===== src/rtl/rs_pkg.sv =====
package rs_pkg;
    localparam int N_ADD  = 3;
    localparam int N_MUL  = 2;
    localparam int N_RS   = N_ADD + N_MUL;
    localparam int TAG_W  = $clog2(N_RS + 1);
    localparam int IDX_W  = $clog2(N_RS);
    localparam int DW     = 16;
    localparam int NREG   = 32;
    localparam int RW     = $clog2(NREG);

    typedef logic [TAG_W-1:0] tag_t;
    typedef logic [DW-1:0]    word_t;

    typedef struct packed {
        logic  busy;
        logic  op;
        logic  sent;
        word_t vj;
        word_t vk;
        tag_t  qj;
        tag_t  qk;
    } station_t;

    typedef struct packed {
        station_t [N_RS-1:0]  rs;
        word_t    [NREG-1:0]  rv;
        tag_t     [NREG-1:0]  rt;
    } core_t;
endpackage


===== src/rtl/fu_pipe.sv =====
module fu_pipe #(
    parameter int LAT    = 2,
    parameter bit IS_MUL = 1'b0,
    parameter int DW     = 16,
    parameter int TAG_W  = 3
) (
    input  logic             clk,
    input  logic             rst_n,
    input  logic             in_valid,
    input  logic             in_op,
    input  logic [DW-1:0]    in_a,
    input  logic [DW-1:0]    in_b,
    input  logic [TAG_W-1:0] in_tag,
    input  logic             grant,
    output logic             accept,
    output logic             out_valid,
    output logic [TAG_W-1:0] out_tag,
    output logic [DW-1:0]    out_data
);
    logic [LAT-1:0]            v_q, v_d;
    logic [LAT-1:0][TAG_W-1:0] t_q, t_d;
    logic [LAT-1:0][DW-1:0]    d_q, d_d;
    logic [DW-1:0]             res;
    logic                      stall;

    generate
        if (IS_MUL) begin : g_mul
            logic [2*DW-1:0] prod;
            assign prod = in_a * in_b;
            assign res  = in_op ? prod[2*DW-1:DW] : prod[DW-1:0];
        end else begin : g_add
            assign res = in_op ? (in_a - in_b) : (in_a + in_b);
        end
    endgenerate

    assign stall     = v_q[LAT-1] && !grant;
    assign accept    = !stall;
    assign out_valid = v_q[LAT-1];
    assign out_tag   = t_q[LAT-1];
    assign out_data  = d_q[LAT-1];

    always_comb begin
        v_d = v_q;
        t_d = t_q;
        d_d = d_q;
        if (!stall) begin
            v_d[0] = in_valid;
            t_d[0] = in_tag;
            d_d[0] = res;
            for (int k = 1; k < LAT; k++) begin
                v_d[k] = v_q[k-1];
                t_d[k] = t_q[k-1];
                d_d[k] = d_q[k-1];
            end
        end
    end

    always_ff @(posedge clk) begin
        if (!rst_n) begin
            v_q <= '0;
            t_q <= '0;
            d_q <= '0;
        end else begin
            v_q <= v_d;
            t_q <= t_d;
            d_q <= d_d;
        end
    end


    hold_result_chk: assert property (@(posedge clk) disable iff (!rst_n)
        out_valid && !grant |=> out_valid && $stable(out_data) && $stable(out_tag));
endmodule


===== src/rtl/cdb_arb.sv =====
module cdb_arb #(
    parameter int N     = 2,
    parameter int DW    = 16,
    parameter int TAG_W = 3
) (
    input  logic [N-1:0]            req,
    input  logic [N-1:0][TAG_W-1:0] req_tag,
    input  logic [N-1:0][DW-1:0]    req_data,
    output logic [N-1:0]            grant,
    output logic                    bus_valid,
    output logic [TAG_W-1:0]        bus_tag,
    output logic [DW-1:0]           bus_data
);
    always_comb begin
        grant     = '0;
        bus_valid = 1'b0;
        bus_tag   = '0;
        bus_data  = '0;
        for (int i = 0; i < N; i++) begin
            if (req[i] && !bus_valid) begin
                grant[i]  = 1'b1;
                bus_valid = 1'b1;
                bus_tag   = req_tag[i];
                bus_data  = req_data[i];
            end
        end
    end
endmodule


===== src/rtl/resv_station_core.sv =====
module resv_station_core
    import rs_pkg::*;
#(
    parameter int ADD_LAT = 2,
    parameter int MUL_LAT = 3
) (
    input  logic             clk,
    input  logic             rst_n,
    input  logic             iss_valid,
    input  logic             iss_unit,
    input  logic             iss_op,
    input  logic [RW-1:0]    iss_dst,
    input  logic [RW-1:0]    iss_src_a,
    input  logic [RW-1:0]    iss_src_b,
    output logic             iss_ready,
    output logic [TAG_W-1:0] iss_tag,
    input  logic [RW-1:0]    rd_idx,
    output logic [DW-1:0]    rd_value,
    output logic [TAG_W-1:0] rd_tag,
    output logic             cdb_valid,
    output logic [TAG_W-1:0] cdb_tag,
    output logic [DW-1:0]    cdb_data
);
    core_t q, d;

    typedef struct packed {
        logic             ok;
        logic [IDX_W-1:0] idx;
    } pick_t;

    typedef struct packed {
        tag_t  tag;
        word_t val;
    } src_t;

    // lowest station in [lo,hi) that is free (want_free) or ready to send
    function automatic pick_t pick(input core_t c, input int lo, input int hi, input bit want_free);
        pick_t p;
        p = '0;
        for (int i = 0; i < N_RS; i++) begin
            if (i >= lo && i < hi && !p.ok) begin
                if (want_free ? !c.rs[i].busy
                              : (c.rs[i].busy && !c.rs[i].sent && c.rs[i].qj == '0 && c.rs[i].qk == '0)) begin
                    p.ok  = 1'b1;
                    p.idx = IDX_W'(i);
                end
            end
        end
        return p;
    endfunction

    pick_t free_p, add_p, mul_p;
    logic  add_acc, mul_acc;
    logic  add_ov, mul_ov;
    tag_t  add_ot, mul_ot;
    word_t add_od, mul_od;
    logic [1:0] gnt;
    src_t  sa, sb;

    function automatic src_t resolve(input core_t c, input logic [RW-1:0] r,
                                     input logic bv, input tag_t bt, input word_t bd);
        src_t s;
        if (c.rt[r] == '0)                s = '{tag: '0, val: c.rv[r]};
        else if (bv && c.rt[r] == bt)     s = '{tag: '0, val: bd};
        else                              s = '{tag: c.rt[r], val: '0};
        return s;
    endfunction

    always_comb begin
        free_p = pick(q, iss_unit ? N_ADD : 0, iss_unit ? N_RS : N_ADD, 1'b1);
        add_p  = pick(q, 0, N_ADD, 1'b0);
        mul_p  = pick(q, N_ADD, N_RS, 1'b0);
    end

    assign iss_ready = free_p.ok;
    assign iss_tag   = free_p.ok ? TAG_W'(free_p.idx) + TAG_W'(1) : '0;
    assign rd_value  = q.rv[rd_idx];
    assign rd_tag    = q.rt[rd_idx];

    fu_pipe #(.LAT(ADD_LAT), .IS_MUL(1'b0), .DW(DW), .TAG_W(TAG_W)) u_add (
        .clk(clk), .rst_n(rst_n), .in_valid(add_p.ok), .in_op(q.rs[add_p.idx].op),
        .in_a(q.rs[add_p.idx].vj), .in_b(q.rs[add_p.idx].vk),
        .in_tag(TAG_W'(add_p.idx) + TAG_W'(1)), .grant(gnt[1]), .accept(add_acc),
        .out_valid(add_ov), .out_tag(add_ot), .out_data(add_od));

    fu_pipe #(.LAT(MUL_LAT), .IS_MUL(1'b1), .DW(DW), .TAG_W(TAG_W)) u_mul (
        .clk(clk), .rst_n(rst_n), .in_valid(mul_p.ok), .in_op(q.rs[mul_p.idx].op),
        .in_a(q.rs[mul_p.idx].vj), .in_b(q.rs[mul_p.idx].vk),
        .in_tag(TAG_W'(mul_p.idx) + TAG_W'(1)), .grant(gnt[0]), .accept(mul_acc),
        .out_valid(mul_ov), .out_tag(mul_ot), .out_data(mul_od));

    // index 0 has priority: multiply unit
    cdb_arb #(.N(2), .DW(DW), .TAG_W(TAG_W)) u_arb (
        .req({add_ov, mul_ov}), .req_tag({add_ot, mul_ot}), .req_data({add_od, mul_od}),
        .grant(gnt), .bus_valid(cdb_valid), .bus_tag(cdb_tag), .bus_data(cdb_data));

    always_comb begin
        sa = resolve(q, iss_src_a, cdb_valid, cdb_tag, cdb_data);
        sb = resolve(q, iss_src_b, cdb_valid, cdb_tag, cdb_data);
        d  = q;
        // snoop the broadcast
        if (cdb_valid) begin
            for (int i = 0; i < N_RS; i++) begin
                if (q.rs[i].busy && q.rs[i].qj == cdb_tag) begin
                    d.rs[i].vj = cdb_data;
                    d.rs[i].qj = '0;
                end
                if (q.rs[i].busy && q.rs[i].qk == cdb_tag) begin
                    d.rs[i].vk = cdb_data;
                    d.rs[i].qk = '0;
                end
                if (cdb_tag == TAG_W'(i + 1)) d.rs[i] = '0;
            end
            for (int r = 0; r < NREG; r++) begin
                if (q.rt[r] == cdb_tag) begin
                    d.rv[r] = cdb_data;
                    d.rt[r] = '0;
                end
            end
        end
        // send ready stations
        if (add_p.ok && add_acc) d.rs[add_p.idx].sent = 1'b1;
        if (mul_p.ok && mul_acc) d.rs[mul_p.idx].sent = 1'b1;
        // accept and rename (after snoop so the new tag wins)
        if (iss_valid && free_p.ok) begin
            d.rs[free_p.idx] = '{busy: 1'b1, op: iss_op, sent: 1'b0,
                                 vj: sa.val, vk: sb.val, qj: sa.tag, qk: sb.tag};
            d.rt[iss_dst]    = iss_tag;
        end
    end

    always_ff @(posedge clk) begin
        if (!rst_n) begin
            q.rs <= '0;
            q.rt <= '0;
            for (int r = 0; r < NREG; r++) q.rv[r] <= DW'(r);
        end else begin
            q <= d;
        end
    end

    logic [N_RS:0] busy_by_tag;
    always_comb begin
        busy_by_tag = '0;
        for (int i = 0; i < N_RS; i++) busy_by_tag[i+1] = q.rs[i].busy;
    end


    rename_chk: assert property (@(posedge clk) disable iff (!rst_n)
        iss_valid && iss_ready |=> q.rt[$past(iss_dst)] == $past(iss_tag));

    producer_busy_chk: assert property (@(posedge clk) disable iff (!rst_n)
        cdb_valid |-> cdb_tag != '0 && busy_by_tag[cdb_tag]);

    station_free_chk: assert property (@(posedge clk) disable iff (!rst_n)
        cdb_valid |=> !busy_by_tag[$past(cdb_tag)]);

    mul_priority_chk: assert property (@(posedge clk) disable iff (!rst_n)
        mul_ov |-> cdb_valid && cdb_tag > TAG_W'(N_ADD));
endmodule


===== config.mk =====
export PLATFORM = sky130hd
export DESIGN_NAME = resv_station_core
export DESIGN_NICKNAME = d
export VERILOG_FILES = /design/src/rtl/rs_pkg.sv /design/src/rtl/fu_pipe.sv /design/src/rtl/cdb_arb.sv /design/src/rtl/resv_station_core.sv
export SDC_FILE = /design/constraint.sdc
export NUM_CORES = 2
export LEC_CHECK = 0
export ABC_CLOCK_PERIOD_IN_PS = 15500
export BUFFER_PORTS_ARGS = -buffer_cell sky130_fd_sc_hd__buf_4
export CAP_MARGIN = 25
export CORE_UTILIZATION = 60
export DETAILED_ROUTE_END_ITERATION = 7
export PLACE_DENSITY = 0.73
export SETUP_SLACK_MARGIN = 0.05
export SLEW_MARGIN = 20
export SYNTH_ARGS = -nofsm -noshare
export SYNTH_HDL_FRONTEND = slang
export SYNTH_SLANG_ARGS = --single-unit

===== constraint.sdc =====
create_clock -name clk -period 15.5 [get_ports clk]
set_clock_uncertainty 0.1 [all_clocks]
set_input_delay 0.775 -clock clk [delete_from_list [all_inputs] [get_ports clk]]
set_output_delay 0.775 -clock clk [all_outputs]
set_load 0.01 [all_outputs]

==> flow_metrics.py <==
metrics = {
    "status": {
        "result_of_the_run": "finished, violations left",
        "violations": "design-rule violations",
    },
    "logic_synthesis": {
        "synth_cell_type_count": 74,
        "ys_warn_count": 0,
        "post_synth_inst_count": 6430,
        "synth_nets": 6771,
        "postSynth.asyncResetShare_pct": 0,
        "yosys.area.top_type": "dfxtp_1",
        "post_synth_instance_area_sq_um": 61100,
        "ys_dominant_reg_cell": "dfxtp_1",
        "number_of_enable_flip_flop_cells_after_synthesis": 0,
        "netlist_top_cells_count": "nand2_1 (1015), dfxtp_1 (907), mux4_2 (560)",
        "yosys-top-cells-area": "dfxtp_1 (30%), mux4_2 (21%), fa_1 (6.4%)",
        "ys_seq_area_share_pct": 29.7,
        "yosysMostFrequentCell": "nand2_1",
        "synth.ff_latch_count": 907,
        "netlist.area_leader.share_pct": 29.7,
        "syn_avg_cell_area_sq_um": 9.50,
    },
    "hold_path": {
        "hold_path_end": "q[811]",
        "holdPathStages": 3,
        "hold_wc_startpoint": "iss_op",
        "worstHoldPathType": "input port to flop",
    },
    "sta": {
        "timing.final.ws_setup_ns": 6.60,
        "slew_viol_final": 0,
        "final_worst_path_cycle_share_pct": 57.4,
        "setup_viol_count_final": 0,
        "max_clock_freq_mhz": 112,
        "post_layout_minimum_cycle_time_ns": 8.90,
        "slew_headroom_pct": 23.2,
        "worst_slew_pin_tran_ns": 1.12,
        "unrepaired_setup_endpoints_after_global_routing": "no",
        "setup_total_negative_slack_ns": 0,
        "hold_viol": 0,
    },
    "grt": {
        "pin_count_of_the_biggest_net_entering_global_routing": 247,
        "grt_util_all_layers_pct": 38.9,
        "gr-max-usage-layer": "met2",
        "globalRouteMet3Util_pct": 8.99,
        "grt_pass1_wl_mm": 303,
        "grt.met2_usage_pct": 60.8,
        "grt-ovfl-total": 0,
        "first_global_vias": 49500,
        "gr-usage-met1_pct": 49.1,
        "grt_antenna_before_repair": 4,
    },
    "run": {
        "cap_viol_max_count": 0,
    },
    "setup_path": {
        "cp_max_fo": 34,
        "cp.arrival_ns": 9.36,
        "cp-start-kind": "flop",
        "regToRegStartpoint": "busy_by_tag[5]",
        "crit_type": "flop to flop",
        "reg2regPathDepth": 23,
        "critical_path.most_common_cell": "fa_1",
        "r2r_slack_ns": 6.60,
        "crit_path_cell_trace": "nor4b_1, nand2_2, buf_4, mux2i_1, a21oi_1, nand2_1, fa_1, fa_1, fa_1, fa_1, inv_1, fa_1, fa_1, ha_1, nand3_1, a211oi_1, nor4_1, o311ai_0, nand2_1, a21oi_1, a21oi_1, and3_1, o31a_1",
        "critical-path-max-stage-delay_ns": 0.87,
        "critical_path_required_ns": 15.96,
        "worst_r2r_endpoint": "u_mul.d_q[13]",
        "critical-path-slowest-cell": "a21oi_1",
        "worstSetupEndpointType": "flop",
    },
    "clock_network": {
        "clkTransAtPathRegs_ns": 0.06,
        "clockRootBuffer": "clkbuf_16",
        "cts_max_path_buffers": 3,
        "htree_levels": 3,
        "hold_buffers": 0,
        "cts_setup_buffers": 0,
        "tritoncts_num_sinks": 907,
        "cts-buffers-inserted": 100,
        "cts_tree": "yes",
        "cts-resized-gates": 0,
        "worstSkewPairLatency_ns": 0.73,
    },
    "floorplanning": {
        "floorplan.io_pins": 68,
        "dieWidth_um": 321,
        "die_area_sq_um": 103000,
        "floorplan.rows": 116,
        "die_span_in_y_um": 321,
        "coreArea_sq_um": 100000,
        "initial_cell_density_of_the_core_pct": 60.8,
    },
    "cells_and_area": {
        "area_growth_pct": 7.38,
        "final_nets": 6492,
        "final_layout_size_suffix_gt1_share_pct": 16.0,
        "num_antenna_cells": 0,
        "end_of_flow_core_utilization_pct": 65.3,
    },
    "route": {
        "routed_via_density": 6.70,
        "drc": 3,
        "drt_pass1_iterations": 8,
        "detailroute.via_count": 50800,
        "routedWlPerCell_um": 26.4,
        "ant_nets": 0,
        "initialDrtViolationCount": 6500,
        "routed_wirelength_mm": 200,
    },
    "pwr": {
        "power.ir.vdd_worst_mv": 0.101,
        "p_leak_uw": 0.0250,
        "power-per-cell-area_nw_per_um2": 92.9,
        "totalPowerFinal_uw": 6100,
    },
    "placement": {
        "dpl_worst_slack_ns": 6.82,
        "port-buffer-count": 67,
        "gp_congestion": 0.963,
        "estimated_wirelength_of_the_detail_placed_design_mm": 126,
    },
}
[state kept, by name, summed over array words and instances (netlist names)]
register,flops
u_add.t_q,3
u_mul.v_q,2
u_add.d_q,16
u_add.out_tag,3
u_add.out_data,16
u_mul.d_q,32
u_mul.out_data,16
busy_by_tag,5
u_mul.out_tag,2
q,808
u_mul.t_q,2
u_add.v_q,2
[per-layer routing]
metal / up-vias / wire length, um
met5: - / 13
met3: 721 / 22800
met4: 2 / 13600
met1: 24700 / 73200
met2: 3131 / 90500
li1: 22300 / -
[cells by family (layout without fill, tap and decap cells)]
group	Yosys count	after routing	share of synthesized area (%)
compound gates	1315	1315	13.7
simple gates	2189	2189	16.7
mux	681	681	23.0
xor+xnor	182	182	2.61
buf+inv	840	640	5.41
flops	907	907	29.7
fa+ha+maj	316	316	8.87
[final cells by class]
type,instances,area (sq um)
Inverter,266,998
Clock inverter,31,503
Fill cell,8127,34800
Sequential cell,907,18200
Multi-Input combinational cell,4683,39700
Tap cell,1357,1700
Timing Repair Buffer,193,1540
Clock buffer,150,2980
[placed cells by master, fill, tap and decap left out, drive strengths merged, types with 9 or more instances in the layout]
master / n
a21o: 35
o21ai: 529
fa: 195
mux2i: 82
a31oi: 21
clkbuf: 152
a21oi: 168
and2: 509
a21boi: 63
o22a: 18
mux4: 570
a22oi: 116
a222oi: 12
dfxtp: 907
nand2b: 20
a221o: 49
nor4: 9
nand2: 1015
buf: 191
mux2: 29
o221ai: 25
ha: 121
inv: 269
nor3: 125
o21a: 104
o22ai: 65
nor2b: 22
o211ai: 85
clkinv: 19
or3: 9
nand3: 79
xor2: 65
and3: 19
or2: 11
nand4: 43
xnor2: 117
nor2: 309
[how the worst max path moves through the flow]
stage / from / endpoint / slack (ns)
3_5_place_dp: busy_by_tag[5] / u_mul.d_q[8] / 6.82
6_report: busy_by_tag[5] / u_mul.d_q[13] / 6.60
2_1_floorplan: busy_by_tag[5] / u_mul.d_q[13] / 7.73
4_1_cts: busy_by_tag[5] / u_mul.d_q[8] / 6.75
5_1_grt: busy_by_tag[5] / u_mul.d_q[13] / 6.28
3_3_place_gp: busy_by_tag[5] / u_mul.d_q[13] / 6.90
[report_power, final]
group	switching (uW)	internal [uW]
Combinational	739	379
Sequential	54.4	2410
Clock	1040	1470
[stage by stage]
step                instance area (sq um)  hold WS (ns)  instances
floorplan                           61100         0.312       6430
global placement                    62100         0.314       7399
detailed placement                  62100         0.319       7399
CTS                                 65500         0.253       7580
global route                        65600         0.282       7587
finish                              65600         0.278       7587
[worst max-delay path: cells and delay by family, from the launching register on]
family                   cells  cell delay (ns)
adder cells (fa/ha/maj)      7             3.49
AO/OA/AOI/OAI                6             2.69
AND/OR/NAND/NOR              7             1.35
flip-flops                   1             0.42
buffers and inverters        2             0.39
multiplexers                 1             0.22
Power figures use the tool's default switching activity.
